==> config.mk <==
export PLATFORM = sky130hd
export DESIGN_NAME = sat_addsub_unit
export DESIGN_NICKNAME = d
export VERILOG_FILES = /design/src/rtl/satalu_pkg.sv /design/src/rtl/sat_lane.sv /design/src/rtl/lane_array.sv /design/src/rtl/ctl_flag_reg.sv /design/src/rtl/sat_addsub_unit.sv
export SDC_FILE = /design/constraint.sdc
export NUM_CORES = 1
export LEC_CHECK = 0
export CORE_UTILIZATION = 45
export DETAILED_ROUTE_END_ITERATION = 8
export GPL_ROUTABILITY_DRIVEN = 1
export PLACE_DENSITY_LB_ADDON = 0.12
export SLEW_MARGIN = 20
export SYNTH_ARGS = -nofsm -noshare
export SYNTH_HDL_FRONTEND = slang
export SYNTH_SLANG_ARGS = --single-unit
==> constraint.sdc <==
create_clock -name clk -period 0.9 [get_ports clk]
set_clock_uncertainty 0.15 [all_clocks]
set_input_delay 0.18 -clock clk [delete_from_list [all_inputs] [get_ports clk]]
set_output_delay 0.18 -clock clk [all_outputs]
set_load 0.01 [all_outputs]
==> src/rtl/satalu_pkg.sv <==
package satalu_pkg;

    // Operation select carried from the ports into the lane array.
    typedef struct packed {
        logic sub;   // 1: a - b, 0: a + b
        logic sat;   // 1: clamp on overflow, 0: wrap
        logic pair;  // 1: two halfword lanes, 0: one word lane
    } op_t;

endpackage

==> src/rtl/sat_lane.sv <==
module sat_lane #(
    parameter int W = 32
) (
    input  logic [W-1:0] a,
    input  logic [W-1:0] b,
    input  logic         sub,
    input  logic         sat,
    output logic [W-1:0] res,
    output logic         ovf
);

    localparam logic [W-1:0] POS_LIM = {1'b0, {(W-1){1'b1}}};
    localparam logic [W-1:0] NEG_LIM = {1'b1, {(W-1){1'b0}}};

    logic [W-1:0] raw;
    logic         a_nonneg;
    logic         a_pos;
    logic         go_pos;

    always_comb begin
        raw      = sub ? (a - b) : (a + b);
        // Separate sign rules: the difference is never treated as a + (-b).
        if (sub) begin
            ovf = (a[W-1] ^ b[W-1]) & (a[W-1] ^ raw[W-1]);
        end else begin
            ovf = ~(a[W-1] ^ b[W-1]) & (a[W-1] ^ raw[W-1]);
        end
        a_nonneg = ~a[W-1];
        a_pos    = a_nonneg & (|a);
        go_pos   = sub ? a_nonneg : a_pos;
        if (ovf && sat) begin
            res = go_pos ? POS_LIM : NEG_LIM;
        end else begin
            res = raw;
        end
    end

endmodule

==> src/rtl/lane_array.sv <==
module lane_array
    import satalu_pkg::*;
#(
    parameter int WORD_W = 32,
    parameter int HALF_W = 16
) (
    input  logic [WORD_W-1:0] a,
    input  logic [WORD_W-1:0] b,
    input  op_t               op,
    output logic [WORD_W-1:0] res,
    output logic              any_ovf
);

    localparam int NUM_HALF = WORD_W / HALF_W;

    logic [WORD_W-1:0]   word_res;
    logic                word_ovf;
    logic [WORD_W-1:0]   half_res;
    logic [NUM_HALF-1:0] half_ovf;

    sat_lane #(.W(WORD_W)) u_word (
        .a   (a),
        .b   (b),
        .sub (op.sub),
        .sat (op.sat),
        .res (word_res),
        .ovf (word_ovf)
    );

    for (genvar i = 0; i < NUM_HALF; i++) begin : g_half
        sat_lane #(.W(HALF_W)) u_half (
            .a   (a[i*HALF_W +: HALF_W]),
            .b   (b[i*HALF_W +: HALF_W]),
            .sub (op.sub),
            .sat (op.sat),
            .res (half_res[i*HALF_W +: HALF_W]),
            .ovf (half_ovf[i])
        );
    end

    always_comb begin
        if (op.pair) begin
            res     = half_res;
            any_ovf = |half_ovf;
        end else begin
            res     = word_res;
            any_ovf = word_ovf;
        end
    end

endmodule

==> src/rtl/ctl_flag_reg.sv <==
module ctl_flag_reg #(
    parameter int CTL_W    = 32,
    parameter int FLAG_POS = 20
) (
    input  logic             clk,
    input  logic             rst_n,
    input  logic             wr_en,
    input  logic [CTL_W-1:0] wr_data,
    input  logic             set_flag,
    output logic [CTL_W-1:0] ctl
);

    logic [CTL_W-1:0] ctl_d, ctl_q;

    always_comb begin
        ctl_d = ctl_q;
        if (wr_en) begin
            ctl_d = wr_data;
        end
        if (set_flag) begin
            ctl_d[FLAG_POS] = 1'b1;
        end
    end

    always_ff @(posedge clk or negedge rst_n) begin
        if (!rst_n) begin
            ctl_q <= '0;
        end else begin
            ctl_q <= ctl_d;
        end
    end

    assign ctl = ctl_q;

    // flag survives any cycle without a write
    a_r8_sticky: assert property (@(posedge clk) disable iff (!rst_n)
        ctl_q[FLAG_POS] && !wr_en |=> ctl_q[FLAG_POS]);

    // nothing changes without a write or an overflow
    a_r8_quiet: assert property (@(posedge clk) disable iff (!rst_n)
        !wr_en && !set_flag |=> $stable(ctl_q));

    // an overflow wins over a simultaneous write at the flag bit
    a_r9_set_wins: assert property (@(posedge clk) disable iff (!rst_n)
        set_flag |=> ctl_q[FLAG_POS]);

    // a plain write loads every bit
    a_r9_load: assert property (@(posedge clk) disable iff (!rst_n)
        wr_en && !set_flag |=> ctl_q == $past(wr_data));

endmodule

==> src/rtl/sat_addsub_unit.sv <==
module sat_addsub_unit
    import satalu_pkg::*;
#(
    parameter int WORD_W   = 32,
    parameter int HALF_W   = 16,
    parameter int CTL_W    = 32,
    parameter int FLAG_POS = 20
) (
    input  logic              clk,
    input  logic              rst_n,
    input  logic              in_valid,
    input  logic              op_sub,
    input  logic              op_sat,
    input  logic              op_pair,
    input  logic [WORD_W-1:0] a_in,
    input  logic [WORD_W-1:0] b_in,
    output logic              out_valid,
    output logic [WORD_W-1:0] result,
    input  logic              ctl_wr_en,
    input  logic [CTL_W-1:0]  ctl_wr_data,
    output logic [CTL_W-1:0]  ctl_rd_data
);

    localparam logic [WORD_W-1:0] POS_LIM = {1'b0, {(WORD_W-1){1'b1}}};
    localparam logic [WORD_W-1:0] NEG_LIM = {1'b1, {(WORD_W-1){1'b0}}};

    typedef struct packed {
        logic              valid;
        logic [WORD_W-1:0] res;
    } out_state_t;

    op_t               op_sel;
    logic [WORD_W-1:0] lane_res;
    logic              lane_ovf;
    out_state_t        st_d, st_q;

    assign op_sel = '{sub: op_sub, sat: op_sat, pair: op_pair};

    lane_array #(
        .WORD_W (WORD_W),
        .HALF_W (HALF_W)
    ) u_lanes (
        .a       (a_in),
        .b       (b_in),
        .op      (op_sel),
        .res     (lane_res),
        .any_ovf (lane_ovf)
    );

    ctl_flag_reg #(
        .CTL_W    (CTL_W),
        .FLAG_POS (FLAG_POS)
    ) u_ctl (
        .clk      (clk),
        .rst_n    (rst_n),
        .wr_en    (ctl_wr_en),
        .wr_data  (ctl_wr_data),
        .set_flag (in_valid & lane_ovf),
        .ctl      (ctl_rd_data)
    );

    always_comb begin
        st_d       = st_q;
        st_d.valid = in_valid;
        if (in_valid) begin
            st_d.res = lane_res;
        end
    end

    always_ff @(posedge clk or negedge rst_n) begin
        if (!rst_n) begin
            st_q <= '0;
        end else begin
            st_q <= st_d;
        end
    end

    assign out_valid = st_q.valid;
    assign result    = st_q.res;

    // one-cycle latency of the valid strobe
    a_r1_latency: assert property (@(posedge clk) disable iff (!rst_n)
        in_valid |=> out_valid);

    // result is held when no operation is presented
    a_r1_hold: assert property (@(posedge clk) disable iff (!rst_n)
        !in_valid |=> !out_valid && $stable(result));

    // a saturated word is a limit carrying the sign of a
    a_r6_sat_limit: assert property (@(posedge clk) disable iff (!rst_n)
        in_valid && op_sat && !op_pair && lane_ovf |=>
            (result == POS_LIM || result == NEG_LIM) &&
            result[WORD_W-1] == $past(a_in[WORD_W-1]));

endmodule

# --- Word-level counts from Yosys, hierarchy flattened ---
# Cells that the tools add are included.
totals:
  elab_cells: 56
  reg_bits: 65
op_classes:
  n_mux: 19
  n_bitwise: 19
  add_sub_neg: 6
  n_reduce_logical: 8
op_table:
  columns: ["operator", "count"]
  rows:
  - ["$mux W32", 4]
  - ["$mux W16", 6]
  - ["$add A16 B16 Y16", 2]
  - ["$add A32 B32 Y32", 1]
  - ["$reduce_or A16 Y1", 2]
  - ["$reduce_or A32 Y1", 1]
  - ["$sub A16 B16 Y16", 2]
  - ["$sub A32 B32 Y32", 1]
  - ["$mux W21", 1]
  - ["$and A1 B1 Y1", 10]
  - ["$mux W1", 8]
  - ["$xor A1 B1 Y1", 5]
  - ["$not A1 Y1", 4]
  - ["$logic_and A1 B1 Y1", 3]
  - ["$reduce_bool A2 Y1", 1]
  - ["$reduce_or A2 Y1", 1]

# --- Depth between registers and ports, before layout ---
logic_depth:
  ltp_word: 9
  mapped_depth: 20
  depth_no_buf: 18

# --- Modules after synthesis ---
# From an unflattened synthesis, not the netlist that was laid out.
hier_totals:
  cells_unflattened: 946
  area_unflattened_um2: 8982.4
by_module_without_submodules:
  columns: ["mod", "instances", "cells_per_inst", "seq_area_each_um2", "area_each_um2"]
  rows:
  - ["sat_lane at u_lanes.u_word", 1, 406, 0.0, 2842.7]
  - ["sat_lane at u_lanes.g_half[0].u_half", 1, 181, 0.0, 1456.4]
  - ["sat_lane at u_lanes.g_half[1].u_half", 1, 181, 0.0, 1416.4]
  - ["sat_addsub_unit", 1, 70, 825.8, 1372.6]
  - ["ctl_flag_reg", 1, 69, 800.8, 1345.0]
  - ["lane_array", 1, 39, 0.0, 549.3]

# --- Worst setup path before layout ---
# No wires, ideal clock.
synth_path:
  path_type: "input to register"
  from: "input b_in[6]"
  to: "register st_q, in the netlist result[16]"
  cell_stages: 18
  arrival_ns: 4.703
  path_slack_ns: -4.039
  path_buffers: 2
  path_cell_list: "or4_4 nor4b_1 and3b_1 a21oi_1 nor2_1 xor2_1 ha_1 clkbuf_1 a21oi_1 o21ai_1 a2111oi_0 nor2_1 or4b_4 nand2_4 mux2i_1 clkbuf_1 a21oi_1 nor3_1"
synth_between:
  elab_chain_cells: 8
  word_cells_on_any_way: 10
  classes_between: "2 x add/sub; 4 x mux; 3 x bitwise; 1 x reduce/logical"
synth_lines:
  columns: ["element", "line", "source"]
  rows:
  - ["start: declaration", "sat_addsub_unit.sv:16", "input logic [WORD_W-1:0] b_in,"]
  - ["$add A32 B32 Y32 / $sub A32 B32 Y32 (equally long branches)", "sat_lane.sv:21", "raw = sub ? (a - b) : (a + b);"]
  - ["$mux W32 *", "sat_lane.sv:21", null]
  - ["$xor A1 B1 Y1", "sat_lane.sv:24, sat_lane.sv:26", null]
  - ["$and A1 B1 Y1, on equally long branches", "sat_lane.sv:26, sat_lane.sv:24", null]
  - ["$mux W1", "sat_lane.sv:23", "if (sub) begin"]
  - ["$logic_and A1 B1 Y1", "sat_lane.sv:31", "if (ovf && sat) begin"]
  - ["$mux W32 *", "sat_lane.sv:31", null]
  - ["$mux W32 *", "lane_array.sv:42", "if (op.pair) begin"]
  - ["end signal: assignment", "sat_addsub_unit.sv:74", "st_q <= st_d;"]
  - ["end: declaration", "sat_addsub_unit.sv:35", "out_state_t st_d, st_q;"]
# Every way passes the cells marked *; elsewhere a longest branch is shown, timed or not.
# A chain may end at the register's enable or synchronous reset.

# --- Final worst setup path ---
layout_path:
  from: "input b_in[7]"
  to: "register st_q, in the netlist result[10]"
layout_between:
  elab_chain_cells: 8
  word_cells_on_any_way: 19
  classes_between: "4 x add/sub; 7 x mux; 6 x bitwise; 2 x reduce/logical"
layout_lines:
  columns: ["element", "line"]
  rows:
  - ["$add A32 B32 Y32 (tied with other cells)", "sat_lane.sv:21"]
  - ["$mux W32 / $mux W16 (equally long branches)", "sat_lane.sv:21"]
  - ["$xor A1 B1 Y1", "sat_lane.sv:24, sat_lane.sv:26"]
  - ["$and A1 B1 Y1, on equally long branches", "sat_lane.sv:26, sat_lane.sv:24"]
  - ["$mux W1", "sat_lane.sv:23"]
  - ["$logic_and A1 B1 Y1", "sat_lane.sv:31"]
  - ["$mux W32 / $mux W16 (equally long branches)", "sat_lane.sv:31"]
  - ["$mux W32 *", "lane_array.sv:42"]
# Marked as above.

==> impl_metrics.env <==
export IMPL_grt_ovfl_total=0
export IMPL_row_count=41
export IMPL_cp_common_cell="buf_6"
export IMPL_timing_final_crit_share_pct=480
export IMPL_nets=1350
export IMPL_core_um2=12900
export IMPL_syn_avg_cell_area_um2=8.32
export IMPL_drtIter0Drc=632
export IMPL_post_dp_cell_area_um2=9940
export IMPL_clk_latency_ns=0.34
export IMPL_final_cell_mix="285 x buf_4, 88 x clkdlybuf4s50_1, 80 x nor2_1"
export IMPL_vias=7961
export IMPL_nFillCells=651
export IMPL_antenna_found_initial=0
export IMPL_clock_power_share_pct=22.4
export IMPL_synth_top_family_by_area="compound AO/OA/AOI/OAI gates"
export IMPL_final_common_cell="buf_4"
export IMPL_place_gp_congestion=0.950
export IMPL_p_int_mw=11.1
export IMPL_p_comb_share_pct=55.5
export IMPL_hold_class="primary input to async pin"
export IMPL_yosys_area_share_simple_pct=19.7
export IMPL_max_clock_path_buffers=2
export IMPL_slowest_delay_ns=0.55
export IMPL_design_portCount=168
export IMPL_wl_mm=27.2
export IMPL_cp_end_kind="flip-flop"
export IMPL_yosysSeqAreaShare_pct=26.9
export IMPL_synth_edff_count=0
export IMPL_power_density_nw_per_um2=1570
export IMPL_status="complete, but fails checks"
export IMPL_first_global_vias=7963
export IMPL_drt_first_pass_iters=5
export IMPL_reg2reg_depth=4
export IMPL_ys_async_sr_fraction_pct=100
export IMPL_area_delta_synth_final_pct=84.8
export IMPL_seqCellArea_um2=1630
export IMPL_ys_seq_elements=65
export IMPL_drive_gt1_share_pct=44.9
export IMPL_clk_pin_slew_ns=0.05
export IMPL_grt_pass1_wl_mm=39.9
export IMPL_setup_ws_ns=-3.42
export IMPL_setup_tns_ns=-133.70
export IMPL_hold_ws_ns=0.106
export IMPL_p_total_mw=17.5
export IMPL_max_cap_viol_count=0
export IMPL_synth_cells=726
export IMPL_io_buffers=167
export IMPL_multiInputGateArea_um2=4790
export IMPL_syn_area_um2=6040
export IMPL_rsz0062_at_grt="yes"
export IMPL_peakVddDrop_v=0.000858
export IMPL_slew_headroom_pct=69.5
export IMPL_drv_slew=0
export IMPL_cts_num_sinks=65
export IMPL_worstMarginPinSlew_ns=0.454
export IMPL_critPathKind="primary input to flip-flop"
export IMPL_ys_flop_type="dfrtp_1"
export IMPL_cts_tree="built"
export IMPL_synth_compound_area_share_pct=20.5
export IMPL_die_width_um=118
export IMPL_grt_max_degree=26
export IMPL_p_leak_nw=5.21
export IMPL_start_util_pct=46.9
export IMPL_pwr_share_seq_pct=22.1
export IMPL_critical_path_top_delay_family="simple AND/OR/NAND/NOR gates"
export IMPL_synth_xor_area_share_pct=11.9
export IMPL_wl_per_cell_um=19.8
export IMPL_max_freq_ghz=0.231
export IMPL_slowest_stage="or4_4"
export IMPL_p_sw_mw=6.40
export IMPL_switching_share_pct=36.6
export IMPL_die_area_um2=13900
export IMPL_cp_cell_sequence="buf_6 -> or4_4 -> nor4b_4 -> and3b_2 -> buf_4 -> a21oi_1 -> xnor2_1 -> ha_1 -> buf_6 -> inv_1 -> nor4_2 -> o211ai_1 -> buf_4 -> a21bo_2 -> or4b_4 -> nand4_1 -> a21o_1 -> a211oi_4 -> buf_6 -> buf_16 -> nor2_4"
export IMPL_h_tree_depth=3
export IMPL_synth_adder_area_share_pct=10.6
export IMPL_path_depth=21
export IMPL_cts_buffers=9
export IMPL_start_kind="primary input"
export IMPL_synthMuxAreaShare_pct=6.96
export IMPL_diodes=0
export IMPL_critical_path_buf_inv_count=7
export IMPL_ant_nets=0
export IMPL_hold_violations=0
export IMPL_final_cell_area_um2=11200
export IMPL_drc=0
export IMPL_period_needed_ns=4.32
export IMPL_required_ns=0.97
export IMPL_syn_nets=879
export IMPL_routed_via_density=5.79
export IMPL_cp_max_fo=7
export IMPL_violations="negative setup slack"
export IMPL_cp_arrival_ns=4.39
export IMPL_dp_hpwl_mm=18.6
export IMPL_root_buffer="clkbuf_16"
export IMPL_yosys_warnings=0
export IMPL_grt_total_usage_pct=36.4
export IMPL_die_y_um=118
export IMPL_finalSetupViolCount=129
export IMPL_ys_types=61
-- metrics by stage --
stage / worst slack [ns] / utilization, % / instances
floorplan: -3.45 / - / 726
global placement: -4.03 / 77.2 / 1283
detailed placement: -4.16 / 77.2 / 1283
CTS: -3.33 / 82.7 / 1348
global route: -3.56 / 86.7 / 1374
finish: -3.42 / 86.7 / 1374
-- cells in the mapped netlist, types with 6 or more instances --
cell	instances	area, um2
inv_1	23	86.3
nand3_1	10	50.1
a211oi_1	9	67.6
clkbuf_1	24	90.1
nor4_1	15	93.8
xnor2_1	61	534
o22ai_1	14	87.6
nor3_1	28	140
dfrtp_1	65	1630
o21ai_0	33	165
ha_1	48	601
nand4_1	7	43.8
nor2_2	10	62.6
nand2_1	27	101
xor2_1	21	184
nor2_1	87	327
a21oi_1	90	450
mux2i_1	6	60.1
o21a_1	6	45.0
nand2b_1	13	81.3
mux2_2	32	360
a21o_1	18	135
-- flip-flops by register name, indices dropped and copies added (netlist names) --
| signal | cells |
|---|---|
| u_ctl.ctl | 32 |
| out_valid | 1 |
| result | 32 |
-- per-layer routing --
layer / routed length [um] / vias up / track usage [%]
li1: - / 3568 / -
met1: 10000 / 3806 / 40.1
met2: 13800 / 435 / 67.3
met3: 1560 / 152 / 4.99
met4: 1820 / 0 / 19.4
met5: 0 / - / 0
-- worst reg2reg max path, cell delays in order (launching register included) --
cell and delay [ns]:
dfrtp_1 0.40, buf_4 0.14, buf_4 0.12, o22ai_1 0.28
nor2_4 0.04
-- power by group through the flow --
| stage | Combinational [mW] | Sequential (mW) | Clock (mW) |
|---|---|---|---|
| 2_1_floorplan | 3.57 | 4.06 | 0 |
| 3_3_place_gp | 7.94 | 3.82 | 0 |
| 3_5_place_dp | 8.15 | 3.86 | 0 |
| 4_1_cts | 8.62 | 3.79 | 3.92 |
| 5_1_grt | 10.3 | 3.91 | 4.05 |
| 6_report | 9.70 | 3.87 | 3.92 |
-- kinds of logic (layout without fill, tap and decap cells) --
kind of cell,after synthesis,in the layout
buffers and inverters,53,529
and+or+nand+nor,234,234
AOI/OAI and AO/OA,204,204
DFF,65,65
xor gates and xnor gates,82,82
adders and majority gates,50,50
muxes,38,38
-- worst paths after layout --
path | start | to | slack [ns]
min reg2reg | u_ctl.ctl[6]$_DFFE_PN0P_ | u_ctl.ctl[6]$_DFFE_PN0P_ | 0.36
max reg2reg | result[13]$_DFFE_PN0P_ | result[13]$_DFFE_PN0P_ | -0.34
min | rst_n | result[8]$_DFFE_PN0P_ | 0.11
min in group clk | ctl_wr_en | u_ctl.ctl[18]$_DFFE_PN0P_ | 0.20
max | b_in[7] | result[10]$_DFFE_PN0P_ | -3.42
max in group asynchronous | rst_n | u_ctl.ctl[2]$_DFFE_PN0P_ | 0.07
-- area by class of cell --
type	instances	share of cell area, %
well taps	172	1.93
repair buffers	490	36.9
clock inverters	6	0.807
clock buffers	10	2.05
multi-input cells	608	42.9
flip-flops and latches	65	14.6
inverters	23	0.796
-- repair_timing --
action | 4_1_cts | 5_1_grt
gates cloned | 1 | 1
setup endpoints to repair | 129 | 130
hold endpoints to repair | 65 | 0
resized for setup | 365 | 66
hold buffers | 1 | 0
setup buffers | 48 | 34
pin swaps | 54 | 38
Note: power is estimated with default switching activity, not from simulation.
